## src/rtl/pps_sync_pulse.sv

```systemverilog
module pps_sync_pulse #(
  parameter int DELAY_W      = 8,
  parameter int BASE_LATENCY = 2
) (
  input  logic               clk,
  input  logic               rst,
  input  logic               pps_in,
  input  logic               arm,
  input  logic [DELAY_W-1:0] extra_delay,
  output logic               sync_out,
  output logic               sync_done
);

  localparam int CNT_W = DELAY_W + 2;
  localparam logic [CNT_W-1:0] BASE_LOAD = CNT_W'(BASE_LATENCY - 1);

  typedef enum logic [1:0] {S_IDLE, S_ARMED, S_COUNT, S_DONE} state_t;

  state_t           state;
  logic             pps_q;
  logic [CNT_W-1:0] cnt;
  logic             pps_rise;

  assign pps_rise = pps_in & ~pps_q;

  always_ff @(posedge clk) begin
    if (rst) begin
      state     <= S_IDLE;
      pps_q     <= 1'b0;
      cnt       <= '0;
      sync_out  <= 1'b0;
      sync_done <= 1'b0;
    end else begin
      pps_q    <= pps_in;
      sync_out <= 1'b0;
      if (!arm) begin
        state     <= S_IDLE;
        sync_done <= 1'b0;
      end else begin
        case (state)
          S_IDLE:  state <= S_ARMED;
          S_ARMED: if (pps_rise) begin
            cnt   <= CNT_W'(extra_delay) + BASE_LOAD;
            state <= S_COUNT;
          end
          S_COUNT: if (cnt == '0) begin
            sync_out <= 1'b1;
            state    <= S_DONE;
          end else begin
            cnt <= cnt - 1'b1;
          end
          default: sync_done <= sync_out | sync_done;
        endcase
      end
    end
  end

endmodule


```

## config.mk

```make
export PLATFORM = sky130hd
export DESIGN_NAME = pps_sync_pulse
export DESIGN_NICKNAME = d
export VERILOG_FILES = /design/src/rtl/pps_sync_pulse.sv
export SDC_FILE = /design/constraint.sdc
export NUM_CORES = 1
export LEC_CHECK = 0
export ABC_AREA = 1
export ABC_CLOCK_PERIOD_IN_PS = 1800
export BUFFER_PORTS_ARGS = -buffer_cell sky130_fd_sc_hd__buf_4
export CORE_ASPECT_RATIO = 0.9
export CORE_MARGIN = 8
export CORE_UTILIZATION = 40
export CTS_BUF_LIST = sky130_fd_sc_hd__clkbuf_4
export DETAILED_ROUTE_END_ITERATION = 10
export GPL_TIMING_DRIVEN = 0
export PLACE_DENSITY = 0.56
export SYNTH_ARGS = -nofsm -noshare
export SYNTH_HDL_FRONTEND = slang
export SYNTH_SLANG_ARGS = --single-unit
```

## constraint.sdc

```tcl
create_clock -name clk -period 1.8 [get_ports clk]
set_input_delay 0.36 -clock clk [delete_from_list [all_inputs] [get_ports clk]]
set_output_delay 0.36 -clock clk [all_outputs]
set_load 0.005 [all_outputs]
```

# Word-level counts from Yosys, hierarchy flattened
# Index checks and enable logic that the tools add are counted.
word_totals:
  ff_bits: 15
  in_bits: 12
  output_inout_bits: 2
  wordCells: 33
op_classes:
  add_sub_neg: 2
  n_eq_ne: 5
  mux: 7
  n_bitwise: 5
  n_reduce_logical: 9
ops:
  columns: ["op", "count"]
  rows:
  - ["$mux 10", 2]
  - ["$pmux 10 s2", 1]
  - ["$logic_not 10->1", 1]
  - ["$sub 10x1->10 const B", 1]
  - ["$add 8x1->9 const B", 1]
  - ["$ne 2x2->1 const B", 3]
  - ["$pmux 2 s3", 1]
  - ["$reduce_or 3->1", 2]
  - ["$mux 2", 2]
  - ["$reduce_and 4->1", 1]
  - ["$not 1->1", 3]
  - ["$reduce_and 3->1", 1]
  - ["$reduce_bool 3->1", 1]
  - ["$eq 2x1->1 const B", 1]
  - ["$eq 2x2->1 const B", 1]
  - ["$logic_not 2->1", 1]
  - ["$reduce_bool 2->1", 1]
  - ["$reduce_or 2->1", 1]
  - ["$and 1x1->1", 1]
  - ["$mux 1", 1]
  - ["$or 1x1->1", 1]

# Logic depth before layout (Yosys ltp)
# Gate-level depths: netlist of the first run.
depth:
  ltp_word: 4
  mapped_depth: 12
  mapped_depth_nobuf: 11

# Worst setup path after synthesis of the first run
# Ideal clock, no wire load.
synth_path:
  kind: "register -> register"
  from: "reg state[0]"
  to: "reg cnt[1]"
  setup_ps: 116
  t_arrival_ps: 1401
  required_time_ps: 1684
  slack_ps: 284
  path_stages_with_launch: 10
  cell_sequence: "dfxtp_1 -> inv_1 -> ha_1 -> inv_1 -> nand2_1 -> nand2_2 -> nand2_4 -> buf_6 -> o21ai_0 -> nor2_1"
synth_between:
  elab_chain_cells: 3
  word_cells_on_any_way: 7
synth_lines:
  columns: ["item", "line_no", "text"]
  rows:
  - ["from (decl)", "19", "state_t state;"]
  - ["from (signal assigned)", "28", "state <= S_IDLE;"]
  - ["from (signal assigned)", "37", "state <= S_IDLE;"]
  - ["from (signal assigned)", "41", "S_IDLE: state <= S_ARMED;"]
  - ["$eq 2x2->1 / $eq 2x1->1 (equally long branches)", "40", "case (state)"]
  - ["$ne 2x2->1 (no source line) / $reduce_bool 2->1 (equally long branches)", null, null]
  - ["$reduce_and 4->1 (no source line)", null, null]
  - ["to (signal assigned)", "43", "cnt <= CNT_W'(extra_delay) + BASE_LOAD;"]
  - ["to (signal assigned)", "50", "cnt <= cnt - 1'b1;"]
  - ["to (decl)", "21", "logic [CNT_W-1:0] cnt;"]
# Several ways; a longest one is shown, not always the timed one.
# A chain may end at the register's enable or synchronous reset.

# Worst setup path in the final report of the first run
# Ends and elaborated chain as after synthesis.

==> results of run 1 <==
layout make-up:
type | instances | area [µm²] | area share
buffer | 2 | 15.01 | 0.01201
timing repair buffer | 13 | 97.59 | 0.07808
inverter | 25 | 96.34 | 0.07708
tap | 30 | 37.54 | 0.03003
multi-input combinational | 134 | 671.9 | 0.5375
clock buffer | 4 | 30.03 | 0.02402
sequential | 15 | 301.5 | 0.2412
worst paths after layout:
kind,to,start,slack [ns]
max,cnt[1],state[0],0.19
min,cnt[7],rst,0.26
max reg2reg,cnt[1],state[0],0.19
min reg2reg,cnt[7],cnt[7],0.48
worst max-delay path: stages (launching register included):
cell and delay, ns:
dfxtp_2 0.37, inv_1 0.06, ha_1 0.29, inv_4 0.14, nand2_1 0.11, nand2_2 0.13, nand2_4 0.06, buf_6 0.14
o21ai_0 0.15, nor2_1 0.05
report_power, final:
| group | total [µW] | switching (µW) | internal (µW) |
|---|---|---|---|
| Sequential | 375 | 19.3 | 355 |
| Clock | 219 | 118 | 101 |
| Combinational | 316 | 197 | 119 |
routing by layer:
metal	track usage	routed length (µm)	vias to the layer above
met1	0.1356	1237	466
met4	0.04145	16	0
met5	0	0	-
met3	0.03191	66	2
met2	0.2046	1198	8
li1	-	-	584
per-stage QoR:
step                      power [µW]  instances   TNS, ns  worst slack (ns)  utilization
after detailed placement       696.4        219  -0.02388          -0.02388       0.4576
after CTS                      916.9        223         0           0.07880       0.4689
after global routing           984.7        223         0          0.005634       0.4703
after global placement         687.8        219         0           0.02284       0.4576
final                          910.1        223         0            0.1908       0.4703
after floorplan                612.3        176         0            0.2835            -
logic make-up (layout without fill, tap and decap cells):
family | Yosys count | in the layout | synth area share
AO/OA/AOI/OAI | 20 | 20 | 0.09607
XOR/XNOR | 5 | 5 | 0.04051
adder cells (fa/ha/maj) | 6 | 6 | 0.06944
buffers and inverters | 27 | 44 | 0.1007
flip-flops | 15 | 15 | 0.2778
AND/OR/NAND/NOR | 103 | 103 | 0.4155
state kept, by name, indices dropped and copies added, names as in the netlist:
register / count
sync_out: 1
sync_done: 1
cnt: 10
pps_q: 1
state: 2
cell usage after synthesis:
library cell and count:
xnor2_1 1, inv_1 22, xor2_1 4, buf_6 1, nand3b_1 1, nand3_1 12
clkbuf_1 1, ha_1 6, nand4_1 3, nor2_4 1, a21oi_2 1, nor2_2 1
o21ai_0 12, nand3_2 1, inv_2 3, a21oi_1 7, nand2_2 4, nand2_4 1
nand2_1 46, nor2_1 32, nor4_1 1, dfxtp_1 15
repair_timing:
action	4_1_cts	5_1_grt
pin swaps	0	0
setup buffers	0	0
endpoints found under the setup margin	1	5
gates resized for setup	1	2
==> impl_summary.log, run 1 <==
INFO  metric status = finished clean
INFO  metric slew_headroom = 0.7054
INFO  metric yosys.area.top_type_share = 0.2778
INFO  metric antenna_violations_before_repair = 0
INFO  metric critPathMaxFanout = 10
INFO  metric gp_congestion = 0.7713
INFO  metric synth_fp_nets = 194
INFO  metric die_y = 65.32 µm
INFO  metric ys_ff_latch = 15
INFO  metric worstMarginPinSlew = ~0.44 ns
INFO  metric drt-initial-drc-count = 42
INFO  metric ir_drop = around 0.00035 V
INFO  metric filler_cell_count = 291
INFO  metric synth.largest_area_cell = dfxtp_1
INFO  metric period_utilization = 0.8940
INFO  metric cp-end-kind = flip-flop
INFO  metric grt_overflow_total = 0
INFO  metric post_synthesis_cell_area = 1081 µm²
INFO  metric layout-drive-gt1-share = 0.1658
INFO  metric leakage_dissipation = 0.0006324 µW
INFO  metric timing.max_cap.violations = 0
INFO  metric synthCells = 176
INFO  metric vias = 1060
INFO  metric finalHoldViolCount = 0
INFO  metric postRouteAntennaNets = 0
INFO  metric post_dp_cell_area = between 1000 and 1500 µm²
INFO  metric fp.dieArea = around 4600 µm²
INFO  metric whs_path_depth = 2
INFO  metric tritoncts = yes
INFO  metric slew_violations = 0
INFO  metric clock_tree.buffer_depth = 2
INFO  metric timing.hold.ws = 0.2643 ns
INFO  metric drt_first_pass_iters = 4
INFO  metric boundaryPins = 14
INFO  metric endpoint_required_time_on_the_critical_path = 1.99 ns
INFO  metric post_synth_num_cell_types = 22
INFO  metric die_w = a little over 70 µm
INFO  metric initial_core_util = 0.4068
INFO  metric mostFrequentLayoutCell = nand2_1
INFO  metric clock.fmax = 621.4 MHz
INFO  metric fp-row-count = 18
INFO  metric gr-usage-all-layers = 0.1174
INFO  metric detail_route.wirelength = 2518 µm
INFO  metric setup_viol = 0
INFO  metric grt_pass1_wl = 4409 µm
INFO  metric cts.sink_count = 15
INFO  metric cp.arrival = 1.80 ns
INFO  metric skew_pair_late_insertion_delay = 0.29 ns
INFO  metric largest_net_degree_at_the_start_of_global_routing = 11
INFO  metric finClkSkew = about 0.0021 ns
INFO  metric port-buffer-count = 13
INFO  metric clk_pin_slew_worst_paths = 0.09 ns
INFO  metric via_per_inst = 4.753
INFO  metric pwr_density_cell = 728.1 nW/µm²
INFO  metric seq_area_frac_synth = 0.2778
INFO  metric hold_buffers = 0
INFO  metric min-delay-path-class = in2reg
INFO  metric synth_warnings = 0
INFO  metric final_period_minus_worst_setup_slack = 1.609 ns
INFO  metric mostFrequentLayoutCells = nand2_1, nor2_1, inv_1
INFO  metric detail_route.wl_per_cell = 11.29 µm
INFO  metric synth_area_per_cell = approximately 6 µm²
INFO  metric finish.instance_area = roughly 1200 µm²
INFO  metric dp_hpwl = 1985 µm
INFO  metric core-area = 2658 µm²
INFO  metric h-tree-depth = 1
INFO  metric numCtsBuffers = 3
INFO  metric yosys-top-cells-area = dfxtp_1, nand2_1, nor2_1
INFO  metric start_kind = flip-flop
INFO  metric antenna_cells_inserted = 0
INFO  metric via_count_of_the_first_global_routing_pass = 1052
INFO  metric area.growth.synth_to_final = 15.63%
INFO  metric clock-root-buffer = clkbuf_4
INFO  metric grt_setup_unrepaired = false
INFO  metric post-route-drc-count = 0
INFO  metric nNetsFinal = 212
INFO  metric critical_path_class = reg2reg
INFO  metric worst_reg_to_reg_path_cell_count = 9
(Power assumes the default switching activity.)
==> run 2, diff against run 1 <==
--- a/config.mk
+++ b/config.mk
@@ -10,11 +10,11 @@
 export BUFFER_PORTS_ARGS = -buffer_cell sky130_fd_sc_hd__buf_4
 export CORE_ASPECT_RATIO = 0.9
 export CORE_MARGIN = 8
-export CORE_UTILIZATION = 40
+export CORE_UTILIZATION = 55
 export CTS_BUF_LIST = sky130_fd_sc_hd__clkbuf_4
 export DETAILED_ROUTE_END_ITERATION = 10
 export GPL_TIMING_DRIVEN = 0
-export PLACE_DENSITY = 0.56
+export PLACE_DENSITY = 0.73
 export SYNTH_ARGS = -nofsm -noshare
 export SYNTH_HDL_FRONTEND = slang
 export SYNTH_SLANG_ARGS = --single-unit
==> impl_summary.log, run 2 (same netlist as run 1, synthesis figures left out) <==
INFO  metric post-cts-setup-buffers = 0 (unchanged)
INFO  metric status = finished clean (unchanged)
INFO  metric filler_cell_count = 188 (was 291)
INFO  metric start_kind = flip-flop (unchanged)
INFO  metric finalHoldViolCount = 0 (unchanged)
INFO  metric gp_congestion = 0.8657 (was 0.7713)
INFO  metric min-delay-path-class = in2reg (unchanged)
INFO  metric critical-path-slowest-cell = dfxtp_1 (was dfxtp_2)
INFO  metric drt_first_pass_iters = 4 (unchanged)
INFO  metric cts.sink_count = 15 (unchanged)
INFO  metric final_period_minus_worst_setup_slack = 1.644 ns (was 1.609 ns)
INFO  metric slew_headroom = 0.7186 (was 0.7054)
INFO  metric place_ws = 0.0005120 ns (was -0.02388 ns)
INFO  metric die_y = 58.06 µm (was 65.32 µm)
INFO  metric port-buffer-count = 13 (unchanged)
INFO  metric finClkSkew = 0.01170 ns (was 0.002146 ns)
INFO  metric seqPwrFrac = 0.419 (was 0.412)
INFO  metric worstPathCellList = inv_1, ha_1, inv_4, nand2_1, nand2_2, nand2_4, buf_6, o21ai_0, nor2_1 (unchanged)
INFO  metric tns = 0 ns (unchanged)
INFO  metric worstPathBufferInverterCount = 3 (unchanged)
INFO  metric core-area = 1877 µm² (was 2658 µm²)
INFO  metric period_utilization = 0.9131 (was 0.8940)
INFO  metric internal_power = 574.7 µW (was 575.5 µW)
INFO  metric h-tree-depth = 1 (unchanged)
INFO  metric combinationalPowerShare = 0.350 (was 0.347)
INFO  metric fp.dieArea = 3642 µm² (was 4625 µm²)
INFO  metric grt_overflow_total = 0 (unchanged)
INFO  metric largest_register_ff_count = 10 (unchanged)
INFO  metric detail_route.wl_per_cell = 10.84 µm (was 11.29 µm)
INFO  metric clock_tree.buffer_depth = 2 (unchanged)
INFO  metric leakage_dissipation = 0.0006321 µW (was 0.0006324 µW)
INFO  metric clock_network_fraction_of_total_power = 0.231 (was 0.241)
INFO  metric initial_core_util = 0.5760 (was 0.4068)
INFO  metric final_critical_path_setup_slack = 0.1564 ns (was 0.1908 ns)
INFO  metric clk_pin_slew_worst_paths = 0.09 ns (about the same)
INFO  metric via_per_inst = 4.927 (was 4.753)
INFO  metric mostFrequentLayoutCells = nand2_1, nor2_1, inv_1 (unchanged)
INFO  metric critPathMaxFanout = 10 (unchanged)
INFO  metric via_count_of_the_first_global_routing_pass = 1025 (was 1052)
INFO  metric mostFrequentLayoutCell = nand2_1 (unchanged)
INFO  metric place_inst = 214 (was 219)
INFO  metric numCtsBuffers = 3 (unchanged)
INFO  metric layout-drive-gt1-share = 0.1606 (was 0.1658)
INFO  metric ctsResizeCount = 1 (unchanged)
INFO  metric path_delay_family = flip-flops (unchanged)
INFO  metric dp_hpwl = 1914 µm (was 1985 µm)
INFO  metric timing.max_cap.violations = 0 (unchanged)
INFO  metric fp-row-count = 15 (was 18)
INFO  metric multiInputGateArea = 671.9 µm² (unchanged)
INFO  metric endpoint_required_time_on_the_critical_path = 1.98 ns (was 1.99 ns)
INFO  metric hold_buffers = 0 (unchanged)
INFO  metric pwr_density_cell = 718.3 nW/µm² (was 728.1 nW/µm²)
INFO  metric worstMarginPinSlew = 0.4221 ns (was 0.4419 ns)
INFO  metric boundaryPins = 14 (unchanged)
INFO  metric clock.fmax = 608.4 MHz (was 621.4 MHz)
INFO  metric swShare = 0.3560 (was 0.3677)
INFO  metric nNetsFinal = 212 (unchanged)
INFO  metric postRouteAntennaNets = 0 (unchanged)
INFO  metric vias = 1074 (was 1060)
INFO  metric tritoncts = yes (unchanged)
INFO  metric grt_setup_unrepaired = false (unchanged)
INFO  metric antenna_cells_inserted = 0 (unchanged)
INFO  metric clock-root-buffer = clkbuf_4 (unchanged)
INFO  metric post-route-drc-count = 0 (unchanged)
INFO  metric gr-usage-all-layers = 0.1410 (was 0.1174)
INFO  metric skew_pair_late_insertion_delay = 0.29 ns (about the same)
INFO  metric switchingPower = 317.7 µW (was 334.6 µW)
INFO  metric area.growth.synth_to_final = 14.93% (was 15.63%)
INFO  metric setup_viol = 0 (unchanged)
INFO  metric die_w = 62.73 µm (was 70.80 µm)
INFO  metric post_layout_nonfiller_instances = 218 (was 223)
INFO  metric critical_path_class = reg2reg (unchanged)
INFO  metric register_bank_with_the_most_flops = cnt (unchanged)
INFO  metric max_stage_delay = 0.39 ns (was 0.37 ns)
INFO  metric antenna_violations_before_repair = 0 (unchanged)
INFO  metric biggestRegsByFlops = cnt (10), state (2) (unchanged)
INFO  metric cp-end-kind = flip-flop (unchanged)
INFO  metric slew_violations = 0 (unchanged)
INFO  metric ir_drop = 0.0004838 V (was 0.0003503 V)
INFO  metric detail_route.wirelength = 2363 µm (was 2518 µm)
INFO  metric largest_net_degree_at_the_start_of_global_routing = 11 (unchanged)
INFO  metric drt-initial-drc-count = 38 (was 42)
INFO  metric cp.arrival = 1.82 ns (was 1.80 ns)
INFO  metric grt_pass1_wl = 4257 µm (was 4409 µm)
INFO  metric layout.area.seq = 300.3 µm² (was 301.5 µm²)
[run 2: per-stage QoR]
step / hold slack [ns] / total power (µW) / cell area [µm²] / util
6_report: 0.2655 / 892.4 / 1242 / 0.6620
5_1_grt: 0.2572 / 968.0 / 1242 / 0.6620
4_1_cts: 0.2644 / 900.6 / 1240 / 0.6607
3_5_place_dp: 0.4682 / 691.5 / 1210 / 0.6447
3_3_place_gp: 0.4525 / 683.0 / 1210 / 0.6447
2_1_floorplan: 0.4291 / 612.3 / 1081 / -
[run 2: power by group through the flow]
stage | sequential, µW | combinational (µW) | clock (µW)
floorplan | 377 | 235 | 0
global placement | 380 | 303 | 0
detailed placement | 382 | 310 | 0
CTS | 374 | 312 | 215
global route | 376 | 362 | 230
finish | 374 | 313 | 206
[run 2: layout make-up]
class,instances,area share
Inverter,25,0.07754
Multi-Input combinational cell,134,0.5408
Sequential cell,15,0.2417
Clock buffer,4,0.02417
Timing Repair Buffer,13,0.07855
Buffer,2,0.01208
Tap cell,25,0.02518
[run 2: layer usage]
layer,share of wire,vias to the layer above,GRT usage
met5,0,-,0
met4,0.0089,0,0.03896
met3,0.038,4,0.04231
met2,0.46,17,0.2463
met1,0.49,467,0.1639
li1,-,586,-
[run 2: worst paths after layout]
path                               start     end  slack, ns  cells past startpoint
worst max-delay path            state[0]  cnt[1]       0.16                      9
worst min-delay path                 rst  cnt[7]       0.27                      2
worst max register to register  state[0]  cnt[1]       0.16                      9
worst min register to register    cnt[7]  cnt[7]       0.48                      2
